<file path="config.mk">
export PLATFORM = sky130hd
export DESIGN_NAME = cond_unit
export DESIGN_NICKNAME = d
export VERILOG_FILES = /design/src/rtl/cond_pkg.sv /design/src/rtl/flag_calc.sv /design/src/rtl/flag_reg.sv /design/src/rtl/cond_eval.sv /design/src/rtl/cond_unit.sv
export SDC_FILE = /design/constraint.sdc
export NUM_CORES = 1
export LEC_CHECK = 0
export BUFFER_PORTS_ARGS = -buffer_cell sky130_fd_sc_hd__buf_2
export CORE_ASPECT_RATIO = 0.8
export CORE_MARGIN = 5
export CORE_UTILIZATION = 24
export DETAILED_ROUTE_END_ITERATION = 6
export GPL_TIMING_DRIVEN = 0
export PLACE_DENSITY = 0.82
export SYNTH_ARGS = -nofsm -noshare
export SYNTH_HDL_FRONTEND = slang
export SYNTH_SLANG_ARGS = --single-unit
</file>
<file path="constraint.sdc">
create_clock -name clk -period 1.6 [get_ports clk]
set_input_delay 0.16 -clock clk [delete_from_list [all_inputs] [get_ports clk]]
set_output_delay 0.16 -clock clk [all_outputs]
set_load 0.03 [all_outputs]
</file>
<file path="src/rtl/cond_pkg.sv">
package cond_pkg;

  typedef enum logic [1:0] {
    OPK_ADD   = 2'd0,
    OPK_SUB   = 2'd1,
    OPK_LOGIC = 2'd2,
    OPK_MOVE  = 2'd3
  } opk_e;

  // Packed so that n lands in bit 3 and v in bit 0 of the status word.
  typedef struct packed {
    logic n;
    logic z;
    logic c;
    logic v;
  } flags_t;

  localparam int unsigned FLAG_W = 4;

endpackage

</file>
<file path="src/rtl/flag_calc.sv">
module flag_calc
  import cond_pkg::*;
#(
  parameter int unsigned DATA_W = 32
) (
  input  opk_e              op_kind,
  input  logic [DATA_W-1:0] opnd_a,
  input  logic [DATA_W-1:0] opnd_b,
  input  logic [DATA_W-1:0] alu_res,
  input  flags_t            cur,
  output flags_t            nxt
);
  localparam int unsigned MSB = DATA_W - 1;

  logic a_s, b_s, r_s;
  logic add_c, add_v, sub_c, sub_v;

  always_comb begin
    a_s = opnd_a[MSB];
    b_s = opnd_b[MSB];
    r_s = alu_res[MSB];
    // The carry and borrow out of the top bit follow from the sign bits of
    // the operands and the result, so no second adder is needed here.
    add_c = (a_s & b_s) | ((a_s | b_s) & ~r_s);
    add_v = (a_s == b_s) & (r_s != a_s);
    sub_c = (~a_s & b_s) | ((~a_s | b_s) & r_s);
    sub_v = (a_s != b_s) & (r_s != a_s);
  end

  always_comb begin
    nxt   = cur;
    nxt.n = r_s;
    nxt.z = (alu_res == '0);
    unique case (op_kind)
      OPK_ADD: begin
        nxt.c = add_c;
        nxt.v = add_v;
      end
      OPK_SUB: begin
        nxt.c = sub_c;
        nxt.v = sub_v;
      end
      default: begin
        nxt.c = cur.c;
        nxt.v = cur.v;
      end
    endcase
  end

endmodule

</file>
<file path="src/rtl/flag_reg.sv">
module flag_reg
  import cond_pkg::*;
(
  input  logic   clk,
  input  logic   rst,
  input  logic   we,
  input  flags_t d,
  output flags_t q
);

  always_ff @(posedge clk) begin
    if (rst) begin
      q <= '0;
    end else if (we) begin
      q <= d;
    end
  end

endmodule

</file>
<file path="src/rtl/cond_eval.sv">
module cond_eval
  import cond_pkg::*;
#(
  parameter int unsigned COND_W = 4
) (
  input  logic              clk,
  input  logic              rst,
  input  flags_t            flg,
  input  logic [COND_W-1:0] cond_sel,
  output logic              taken
);
  localparam int unsigned SEL_W    = COND_W - 1;
  localparam int unsigned NUM_BASE = 2 ** SEL_W;

  logic [NUM_BASE-1:0] base_vec;
  logic                lt_signed;
  logic                pick;

  assign lt_signed = flg.n ^ flg.v;

  genvar gi;
  generate
    for (gi = 0; gi < NUM_BASE; gi++) begin : g_base
      if (gi == 0) begin : g_n
        assign base_vec[gi] = flg.n;
      end else if (gi == 1) begin : g_z
        assign base_vec[gi] = flg.z;
      end else if (gi == 2) begin : g_c
        assign base_vec[gi] = flg.c;
      end else if (gi == 3) begin : g_v
        assign base_vec[gi] = flg.v;
      end else if (gi == 4) begin : g_ls
        assign base_vec[gi] = flg.c | flg.z;
      end else if (gi == 5) begin : g_lt
        assign base_vec[gi] = lt_signed;
      end else if (gi == 6) begin : g_le
        assign base_vec[gi] = lt_signed | flg.z;
      end else begin : g_al
        assign base_vec[gi] = 1'b1;
      end
    end
  endgenerate

  assign pick = base_vec[cond_sel[SEL_W-1:0]] ^ cond_sel[SEL_W];

  always_ff @(posedge clk) begin
    if (rst) begin
      taken <= 1'b0;
    end else begin
      taken <= pick;
    end
  end

endmodule

</file>
<file path="src/rtl/cond_unit.sv">
module cond_unit
  import cond_pkg::*;
#(
  parameter int unsigned DATA_W = 32,
  parameter int unsigned COND_W = 4
) (
  input  logic              clk,
  input  logic              rst,
  input  logic              flag_we,
  input  logic [1:0]        op_kind,
  input  logic [DATA_W-1:0] opnd_a,
  input  logic [DATA_W-1:0] opnd_b,
  input  logic [DATA_W-1:0] alu_res,
  input  logic [COND_W-1:0] cond_sel,
  output logic              br_taken,
  output logic [DATA_W-1:0] status_word
);
  localparam int unsigned PAD_W = DATA_W - FLAG_W;

  flags_t flg_q, flg_d;

  flag_calc #(.DATA_W(DATA_W)) u_calc (
    .op_kind (opk_e'(op_kind)),
    .opnd_a  (opnd_a),
    .opnd_b  (opnd_b),
    .alu_res (alu_res),
    .cur     (flg_q),
    .nxt     (flg_d)
  );

  flag_reg u_freg (
    .clk (clk),
    .rst (rst),
    .we  (flag_we),
    .d   (flg_d),
    .q   (flg_q)
  );

  cond_eval #(.COND_W(COND_W)) u_eval (
    .clk      (clk),
    .rst      (rst),
    .flg      (flg_q),
    .cond_sel (cond_sel),
    .taken    (br_taken)
  );

  assign status_word = {{PAD_W{1'b0}}, flg_q};

endmodule

</file>
# ---- Word-level counts from Yosys, hierarchy flattened
# Index checks and enable logic that the tools add are counted.
dict set report totals {
  register_bits 5
  out_inout_bits 33
}
dict set report classes {
  magnitude_cmp 1
  n_eq_ne 4
  mux 3
  bitwise 16
  n_reduce_logical 4
}
# op count
set op_table {}
lappend op_table {{$logic_not A32 Y1} 1}
lappend op_table {{$and A1 B1 Y1} 6}
lappend op_table {{$or A1 B1 Y1} 6}
lappend op_table {{$lt A3 B4 Y1 const B} 1}
lappend op_table {{$pmux W2 S2} 1}
lappend op_table {{$bmux W1 S3} 1}
lappend op_table {{$eq A2 B1 Y1 const B} 1}
lappend op_table {{$logic_not A2 Y1} 1}
lappend op_table {{$ne A1 B1 Y1} 2}
lappend op_table {{$not A1 Y1} 2}
lappend op_table {{$reduce_and A2 Y1} 1}
lappend op_table {{$reduce_bool A2 Y1} 1}
lappend op_table {{$xor A1 B1 Y1} 2}
lappend op_table {{$eq A1 B1 Y1} 1}
lappend op_table {{$mux W1} 1}

# ---- Logic depth before layout (Yosys ltp)
dict set report depth {
  depth_word 5
  ltp_mapped 6
  depth_no_buf 6
}

# ---- Hierarchy
# A second synthesis with hierarchy kept.
dict set report unflattened {
  cells_unflattened 82
  hier_area_um2 668.1
}
# module n_inst cells_each area_each_um2 seq_area_each_um2
set by_module_without_submodules {}
lappend by_module_without_submodules {cond_unit 1 29 214.0 0.0}
lappend by_module_without_submodules {flag_calc 1 28 200.2 0.0}
lappend by_module_without_submodules {flag_reg 1 13 140.1 80.1}
lappend by_module_without_submodules {cond_eval 1 12 113.9 20.0}

# ---- Worst setup path before layout
# Ideal clock, no wire load.
dict set report synth_timing {
  path_type {reg2reg}
  start {register u_freg.q[0] (netlist bit)}
  end {register u_eval.taken}
  setup_ps 123
  arrival_ps 1487
  t_required_ps 1477
  path_slack_ps -10
  path_stages_with_launch 5
  path_cell_list {dfxtp_1 > mux4_2 > nor2b_1 > a31oi_1 > mux2_1}
}
dict set report synth_between {
  elab_chain_cells 5
}
# element line_no
set synth_rtl {}
lappend synth_rtl {{from (decl)} flag_reg.sv:8} ;# output flags_t q
lappend synth_rtl {{from (signal assigned)} flag_reg.sv:13} ;# q <= '0;
lappend synth_rtl {{from (signal assigned)} flag_reg.sv:15} ;# q <= d;
lappend synth_rtl {{$xor A1 B1 Y1} cond_eval.sv:19} ;# assign lt_signed = flg.n ^ flg.v;
lappend synth_rtl {{$or A1 B1 Y1} cond_eval.sv:37} ;# assign base_vec[gi] = lt_signed | flg.z;
lappend synth_rtl {{$bmux W1 S3 *} cond_eval.sv:44} ;# assign pick = base_vec[cond_sel[SEL_W-1:0]] ^ cond_sel[SEL_W];
lappend synth_rtl {{$mux W1 (not written as such) *} cond_eval.sv:44}
lappend synth_rtl {{$xor A1 B1 Y1 *} cond_eval.sv:44}
lappend synth_rtl {{to (signal assigned)} cond_eval.sv:50} ;# taken <= pick;
lappend synth_rtl {{to (decl)} cond_eval.sv:10} ;# output logic taken
# Every way passes the cells marked *; elsewhere a longest branch is shown, timed or not. The select of a mux whose other input is x is not followed.
# A chain may end at the register's enable or synchronous reset.

# ---- Final worst setup path
dict set report layout_timing {
  start {register u_freg.q[3] (netlist bit)}
  end {register u_eval.taken}
}
# Same word-level chain as after synthesis.

==> key figures <==
Outcome
  • Status: complete, no violations

Setup path
  • Kind of critical path: reg -> reg
  • CP Capture Type: flip-flop
  • Worst Path Required: between 1.5 and 2 ns
  • Crit path cell chain: mux4_2 -> nor2b_1 -> a31oi_1 -> mux2_1
  • Crit path max-delay cell type: mux4_2
  • R2R setup slack: around 0.073 ns
  • Critical Path Max Stage Delay: about 0.44 ns
  • CP Launch Type: flip-flop
  • Worst Path Max Fanout: 4
  • Worst endpoint data arrival time: between 1.5 and 2 ns

Yosys
  • Post-synthesis compound-gate area fraction: 6.26%
  • Most common flop cell mapped by yosys: dfxtp_1
  • Mapped cell area: roughly 640 µm²
  • Multiplexer share of the synthesized area: roughly 7%
  • Syn avg cell area: 7.89 µm²
  • Largest family of logic cells by synthesized area: buffers and inverters
  • Post-synth top cells: buf_4 (28), nor4_1 (6), dfxtp_1 (5), nor2_1 (5)
  • Post-synth EDFFs: 0
  • Fraction of registers with async set/reset: 0%
  • Adder-cell area share of the yosys netlist: between 7 and 8%
  • FF+latch count, synth: 5
  • Yosys top cell by area: buf_4
  • Number of synthesis warnings: 0
  • Post-Syn Instances: between 80 and 90
  • Post-synthesis sequential area ratio: between 10% and 20%
  • Share of the synthesized area in the top cell type: about a third
  • Top-count cell post-synth: buf_4
  • Synth cell types: 27
  • Synth Area in Simple Gates: between 20% and 30%
  • Xor and xnor area share after synthesis: just over 4%
  • Synth top area cells: buf_4 (33%), dfxtp_1 (16%), ha_1 (7.8%)

Clock network
  • CTS H-tree depth: 1
  • Cts bufs inserted: 3
  • Clock buffer depth: 2
  • Clock-pin slew on the worst setup and hold paths: roughly 0.050 ns
  • Hold buffers post-CTS: 0
  • CTS Sinks: 5
  • CTS tree: yes
  • Clk root buf: clkbuf_4
  • Clock latency on the worst-skew pair: around 0.25 ns

STA
  • Max Clk Rate: ~650 MHz
  • Final Hold Viols: 0
  • Worst Clk Skew: ~0.0074 ns
  • Max Slew Vio Count: 0
  • Setup violations, final: 0
  • Final min period: between 1.5 and 2 ns
  • RSZ-0062 raised after global routing: true
  • Period Utilization, post-route: 95.4%
  • Setup TNS Final: 0 ns

Hold path
  • HP Class: in -> reg

GRT
  • First-pass GRT wire length: 2700 µm
  • Antenna violations before repair: 0
  • Largest net degree at the start of global routing: 7
  • Total gr overflow: 0
  • Vias in the first global route: about 650
  • Gr usage total: under 10%

Final layout
  • Finished Layout Cells: 199
  • Final net count: 273
  • Filler cells: 262
  • Final core utilization: a little over two fifths
  • Fraction of layout cells with a size suffix above 1: a little over half
  • Area growth from synthesis to layout: 69.9%
  • Antenna Diode Count: 0

Floorplanning
  • Row count: 16
  • Die Y: between 50 and 60 µm
  • Initial core utilization: about 26%
  • IO Count: 138
  • DIE WIDTH: 67.7 µm
  • Die area: between 0.003 and 0.004 mm²
  • CORE AREA: about 0.0025 mm²

Routing
  • Pre-antenna DRT Iters: 3
  • DR DRC count: 0
  • DR vias/cell: 3.51
  • Routed wire per std cell: between 8 and 9 µm
  • WL final: 1690 µm
  • Routed Antenna Nets: 0
  • Via count: ~700
  • Initial DRC Count: 14

Power and ir drop
  • Sw power: roughly 220 µW
  • Clock share of power: between 20% and 30%
  • Internal power: 341 µW
  • LEAKAGE: roughly 0.63 nW
  • Seq pwr share: 24.5%
  • Switching Fraction: between 30 and 40%
  • Power per cell area: 512 mW/mm²
  • VDD IR max: between 0.15 and 0.2 mV
  • Logic pwr share: between 40 and 50%
  • Total Power: about 560 µW

Place
  • Post-detail-place hpwl: approximately 1600 µm
  • PortBufs: 47
  • Routability cong.: about 0.7
  • DP Cell Count: 191

Flow run
  • Max_cap viols: 0
[metal layers]
metal | up-vias | part of all wire [%] | GRT usage (%)
li1 | 387 | - | -
met4 | 0 | 0 | 3.47
met2 | 48 | 40 | 12.5
met1 | 263 | 45 | 12.2
met3 | 0 | 14 | 2.83
met5 | - | 0 | 0
[power groups by stage]
stage | combinational, mW | sequential (mW) | clock (mW)
2_1_floorplan | 0.179 | 0.151 | 0
3_3_place_gp | 0.260 | 0.139 | 0
3_5_place_dp | 0.262 | 0.139 | 0
4_1_cts | 0.263 | 0.137 | 0.151
5_1_grt | 0.299 | 0.136 | 0.162
6_report | 0.274 | 0.136 | 0.146
[flip-flops by register name, indices dropped and copies added (netlist names)]
name          flops
u_freg.q          4
u_eval.taken      1
[final cells by class]
cell class / instances / area (µm²) / area share (%)
Buffer: 28 / 210 / 19.4
Clock buffer: 3 / 22.5 / 2.07
Clock inverter: 1 / 5.00 / 0.461
Inverter: 3 / 11.3 / 1.04
Multi-Input combinational cell: 72 / 419 / 38.6
Sequential cell: 5 / 108 / 9.91
Tap cell: 36 / 45.0 / 4.15
Timing Repair Buffer: 51 / 265 / 24.4
[through the flow]
| stage | worst slack (ns) | cell area, µm² | hold slack [ns] |
|---|---|---|---|
| 6_report | 0.0729 | 1090 | 0.145 |
| 5_1_grt | -0.0250 | 1090 | 0.139 |
| 4_1_cts | 0.0511 | 1050 | 0.145 |
| 3_5_place_dp | 0.0674 | 1020 | 0.406 |
| 3_3_place_gp | 0.0888 | 1020 | 0.402 |
| 2_1_floorplan | 0.00196 | 742 | 0.225 |
[layout by cell type, fill, tap and decap left out, types with 2 or more instances in the layout]
| cell | count |
|---|---|
| nor2_1 | 5 |
| nor3_1 | 3 |
| conb_1 | 28 |
| inv_1 | 3 |
| nor4_1 | 6 |
| nand2_1 | 2 |
| ha_1 | 4 |
| buf_4 | 32 |
| a21oi_1 | 4 |
| clkbuf_4 | 3 |
| buf_2 | 47 |
| xnor2_1 | 2 |
| nand2b_1 | 2 |
| dfxtp_2 | 3 |
| nor2b_1 | 2 |
[worst paths after layout]
check | from | to | cells past startpoint
worst min-delay path | rst | u_freg.q[2] | 2
worst min register to register | u_freg.q[1] | u_freg.q[1] | 2
worst max-delay path | u_freg.q[3] | u_eval.taken | 4
worst max register to register | u_freg.q[3] | u_eval.taken | 4
[critical path: cells and delay by family, from the launching register on]
family / cells / cell delay, ns
and+or+nand+nor: 1 / 0.14
DFF: 1 / 0.35
AOI/OAI and AO/OA: 1 / 0.15
muxes: 2 / 0.77
[kinds of logic after synthesis]
group | count (synthesis)
AOI/OAI and AO/OA | 7
xor gates and xnor gates | 3
adders and majority gates | 4
buffers and inverters | 31
DFF | 5
muxes | 3
other | 1
and+or+nand+nor | 27
[timing repair]
| item | 4_1_cts | 5_1_grt |
|---|---|---|
| resized for setup | 0 | 4 |
| setup buffers | 0 | 4 |
| setup endpoints to repair | 0 | 1 |
No activity file was read; power rests on OpenSTA's default activity.
